<file path="src/rtl/bpi_pkg.sv">
package bpi_pkg;
  localparam int ADDR_W = 8;

  typedef enum logic [1:0] {
    ST_IDLE = 2'd0,
    ST_RUN  = 2'd1,
    ST_GAP  = 2'd2
  } bpi_state_e;

  // true when the word being accepted now closes the block
  function automatic logic is_last_word(input int taken, input int len);
    return (taken + 1) == len;
  endfunction

  function automatic logic addr_hit(input logic [ADDR_W-1:0] seen,
                                    input logic [ADDR_W-1:0] mine);
    return seen == mine;
  endfunction
endpackage

</file>
<file path="src/rtl/bpi_admit_fsm.sv">
module bpi_admit_fsm #(
  parameter int BLK_LEN = 8,
  parameter int CNT_W   = $clog2(BLK_LEN + 1)
) (
  input  logic             clk,
  input  logic             rst_n,
  input  logic             req,
  input  logic             usr_ready,
  output logic             take,
  output logic             start,
  output logic [CNT_W-1:0] cnt_q
);
  import bpi_pkg::*;

  bpi_state_e state_q;
  logic       run_take;
  logic       last;

  always_comb begin
    start    = (state_q == ST_IDLE) && req && usr_ready;
    run_take = (state_q == ST_RUN) && req;
    take     = start || run_take;
    last     = take && is_last_word(int'(cnt_q), BLK_LEN);
  end

  always_ff @(posedge clk) begin
    if (!rst_n) begin
      state_q <= ST_IDLE;
      cnt_q   <= '0;
    end else begin
      if (take) begin
        cnt_q <= last ? '0 : cnt_q + CNT_W'(1);
      end
      if (last) begin
        state_q <= ST_GAP;
      end else if (start) begin
        state_q <= ST_RUN;
      end else if (state_q == ST_GAP) begin
        state_q <= ST_IDLE;
      end
    end
  end
endmodule

</file>
<file path="src/rtl/bpi_word_pipe.sv">
module bpi_word_pipe #(
  parameter int DATA_W = 16,
  parameter int STAGES = 2
) (
  input  logic              clk,
  input  logic              rst_n,
  input  logic              in_vld,
  input  logic [DATA_W-1:0] in_data,
  output logic              out_vld,
  output logic [DATA_W-1:0] out_data
);
  logic [STAGES-1:0] v_q;
  logic [DATA_W-1:0] d_q [STAGES];

  for (genvar i = 0; i < STAGES; i++) begin : g_stage
    if (i == 0) begin : g_head
      always_ff @(posedge clk) begin
        if (!rst_n) begin
          v_q[i] <= 1'b0;
          d_q[i] <= '0;
        end else begin
          v_q[i] <= in_vld;
          if (in_vld) d_q[i] <= in_data;
        end
      end
    end else begin : g_tail
      always_ff @(posedge clk) begin
        if (!rst_n) begin
          v_q[i] <= 1'b0;
          d_q[i] <= '0;
        end else begin
          v_q[i] <= v_q[i-1];
          if (v_q[i-1]) d_q[i] <= d_q[i-1];
        end
      end
    end
  end

  assign out_vld  = v_q[STAGES-1];
  assign out_data = d_q[STAGES-1];
endmodule

</file>
<file path="src/rtl/blkthr_pipe_in.sv">
module blkthr_pipe_in #(
  parameter int                           DATA_W  = 16,
  parameter int                           BLK_LEN = 8,
  parameter logic [bpi_pkg::ADDR_W-1:0]   EP_ADDR = 8'h8A
) (
  input  logic                       clk,
  input  logic                       rst_n,
  input  logic [bpi_pkg::ADDR_W-1:0] src_addr,
  input  logic                       src_valid,
  input  logic [DATA_W-1:0]          src_data,
  output logic                       src_take,
  input  logic                       usr_ready,
  output logic [DATA_W-1:0]          pipe_data,
  output logic                       pipe_wr,
  output logic                       blk_stb
);
  import bpi_pkg::*;

  localparam int CNT_W = $clog2(BLK_LEN + 1);

  logic             req;
  logic             start_ev;
  logic [CNT_W-1:0] cnt_q;

  assign req = src_valid && addr_hit(src_addr, EP_ADDR);

  bpi_admit_fsm #(.BLK_LEN(BLK_LEN), .CNT_W(CNT_W)) u_fsm (
    .clk       (clk),
    .rst_n     (rst_n),
    .req       (req),
    .usr_ready (usr_ready),
    .take      (src_take),
    .start     (start_ev),
    .cnt_q     (cnt_q)
  );

  // two stages so the strobe (one stage) leads the first word by a clock
  bpi_word_pipe #(.DATA_W(DATA_W), .STAGES(2)) u_pipe (
    .clk      (clk),
    .rst_n    (rst_n),
    .in_vld   (src_take),
    .in_data  (src_data),
    .out_vld  (pipe_wr),
    .out_data (pipe_data)
  );

  always_ff @(posedge clk) begin
    if (!rst_n) blk_stb <= 1'b0;
    else        blk_stb <= start_ev;
  end
endmodule

</file>
<file path="config.mk">
export PLATFORM = sky130hd
export DESIGN_NAME = blkthr_pipe_in
export DESIGN_NICKNAME = d
export VERILOG_FILES = /design/src/rtl/bpi_pkg.sv /design/src/rtl/bpi_admit_fsm.sv /design/src/rtl/bpi_word_pipe.sv /design/src/rtl/blkthr_pipe_in.sv
export SDC_FILE = /design/constraint.sdc
export NUM_CORES = 1
export LEC_CHECK = 0
export BUFFER_PORTS_ARGS = -buffer_cell sky130_fd_sc_hd__buf_4
export CAP_MARGIN = 10
export CORE_MARGIN = 2
export CORE_UTILIZATION = 25
export DETAILED_ROUTE_END_ITERATION = 7
export GPL_TIMING_DRIVEN = 0
export PLACE_DENSITY = 0.55
export SLEW_MARGIN = 15
export SYNTH_ARGS = -nofsm -noshare
export SYNTH_HDL_FRONTEND = slang
export SYNTH_SLANG_ARGS = --single-unit
</file>
<file path="constraint.sdc">
create_clock -name clk -period 5.5 [get_ports clk]
set_input_delay 0.55 -clock clk [delete_from_list [all_inputs] [get_ports clk]]
set_output_delay 0.55 -clock clk [all_outputs]
set_load 0.02 [all_outputs]
</file>
==> impl_results.md <==
* Most common cell in the netlist: and3_1
* Post-Syn Area at 1632 um2
* Final WL at 2978 um
* Grt ovf at 0
* Area after DPL at 2069 um2
* Critical path type: in2out
* PwrDens at 281.3 nW/um2
* Worst stage delay on the critical path at 0.52 ns
* TritonCTS clock tree: built
* Worst Path Max Fanout at 10
* Overall Global Routing Usage at 0.08856
* Critical Path Most Common Cell: buf_4
* Routed Antenna Nets at 0
* Kind of end point of the critical path: output port
* Pin count of the biggest net entering global routing at 17
* Startpoint types: input pin
* H-Tree Depth at 2
* Unrepaired setup endpoints after global routing: no
* Slew Limit Fails at 0
* Antenna diodes at 0
* I/O Pins at 47
* Worst min-delay path class: reg2reg
* Vias per cell at 4.287
* Cell area after layout at 2177 um2
* First-pass GRT wire length at 4940 um
* DP HPWL at 2352 um
* MaxCap Viol Count at 0
* Yosys reg bits at 41
* Worst path slowest cell: or4_4
* Synth top area cells: edfxtp_1 59%, and3_1 13%, dfxtp_1 11%
* Main synth FF type: edfxtp_1
* Clock root buffer master: clkbuf_8
* Total die area at 7189 um2
* Finish-stage setup viols at 0
* Syn_nets at 151
* Post-layout minimum cycle time at 2.667 ns
* Skew-Pair Late Insertion Delay at 0.29 ns
* Total CTS buffers at 5
* Routed WL per cell at 11.86 um
* Antenna violations before repair at 0
* Post-CTS Resized at 0
* Vias at 1076
* Core area at 6314 um2
* Area leader, netlist: edfxtp_1
* IO buf count at 45
* Final-report hold violation count at 0
* Die W at 84.79 um
* Worst Path Required at 4.95 ns
* Share of cells above drive strength 1 at 0.3276
* Least-Margin Pin Slew at 0.7930 ns
* Initial core utilization at 0.2584
* # nets final at 203
* Post-CTS Repair Setup Buffers at 0
* Unique cell type count in the Yosys netlist at 26
* Pre-antenna DRT Iters at 3
* Post-Syn Instances at 121
* Final TNS setup at 0 ns
* CP Cell Sequence: buf_4, or4_4, nor4_2, buf_2, buf_4
* Peak VDD IR at 0.1113 mV
* DRC at 0
* Vias in the first global route at 1048
* Number of synthesized flops with an enable pin at 32
* Skew final at 0.01073 ns
* Leak at 0.9807 nW
* Fmax at 375.0 MHz
* Post-synth ARST share at 0
* Syn-to-layout area delta at 33.44%
* GPL Wtd Cong at 0.7256
* Longest Clk Path Bufs at 2
* Die height at 84.79 um
* Top post-synthesis cells by count: 33 x and3_1, 32 x edfxtp_1, 9 x dfxtp_1, 9 x nand2_1, 7 x clkbuf_1
* Final period util at 0.4849
* Sequential area share after synthesis at 0.6994
* Initial DRC count at 44
* Syn Area/Cell at 13.48 um2
* Worst path arrival time at 2.12 ns
* Clock transition at the registers of the reported paths at 0.07 ns
* Share of the synthesized area in the top cell type at 0.5890
* Num rows at 29
* Status: complete, no violations
* Post-layout util at 0.3448
* Synth warn at 0
* Sink Count at 41
* Max_slew headroom at 0.4713
* CTS Hold Bufs at 0
==> flip-flops by register name, summed over array words and instances (netlist names) <==
register	count
blk_stb	1
u_fsm.cnt_q	4
u_fsm.state_q	2
u_pipe.d_q	32
u_pipe.out_vld	1
u_pipe.v_q	1
==> final cells by class <==
type | count | area (um2)
buffer | 8 | 31.28
sequential | 41 | 1141
fill | 650 | 4136
tap | 77 | 96.34
timing repair buffer | 45 | 337.8
multi-input combinational | 72 | 462.9
clock buffer | 6 | 72.57
clock inverter | 2 | 35.03
==> power breakdown <==
group	switching, mW	internal, mW	total, mW
logic	0.0193	0.0186	0.0379
clock network	0.0972	0.135	0.232
registers	0.00198	0.341	0.343
==> cells in the final DEF (no fill, tap or decap), types with 2 or more instances in the layout <==
cell and count:
and2_1 2, and3_1 33, buf_4 45, clkbuf_1 8, clkbuf_8 5, dfxtp_1 9
edfxtp_1 32, ha_1 2, nand2_1 9, nand2b_1 4, nor2_1 2, nor3_1 2
o22ai_1 3
==> metal layers <==
layer / global-route usage / wire length (um)
met3: 0.03147 / 195
met4: 0.03896 / 53
met2: 0.1553 / 1513
met1: 0.09586 / 1216
met5: 0 / 0
==> path summary, 6_finish.rpt <==
check | startpoint | end | slack (ns) | cells after the start
max | src_addr[5] | src_take | 2.83 | 5
min | u_fsm.state_q[1] | u_fsm.state_q[1] | 0.49 | 2
max reg2reg | u_fsm.state_q[1] | u_pipe.d_q[0][5] | 3.26 | 3
min reg2reg | u_fsm.state_q[1] | u_fsm.state_q[1] | 0.49 | 2
==> worst max-delay path: cells and delay by family <==
family,cells,cell delay (ns)
simple gates,2,0.99
buf+inv,3,0.57
==> logic make-up (layout without fill, tap and decap cells) <==
| logic type | after synthesis | in the layout | synth area share |
|---|---|---|---|
| compound gates | 9 | 9 | 0.03528 |
| fa+ha+maj | 2 | 2 | 0.01533 |
| buf+inv | 8 | 61 | 0.01917 |
| flops | 41 | 41 | 0.6994 |
| mux | 1 | 1 | 0.006135 |
| simple gates | 60 | 60 | 0.2247 |
==> per-stage QoR <==
step | hold slack [ns] | power [mW] | setup slack (ns) | cells
global route | 0.5199 | 0.6368 | 2.700 | 251
finish | 0.4917 | 0.6125 | 2.833 | 251
global placement | 0.4662 | 0.3882 | 1.894 | 243
floorplan | 0.4309 | 0.3643 | 2.481 | 121
CTS | 0.5013 | 0.6231 | 2.818 | 251
detailed placement | 0.4911 | 0.3887 | 2.821 | 243
(Power assumes the default switching activity.)
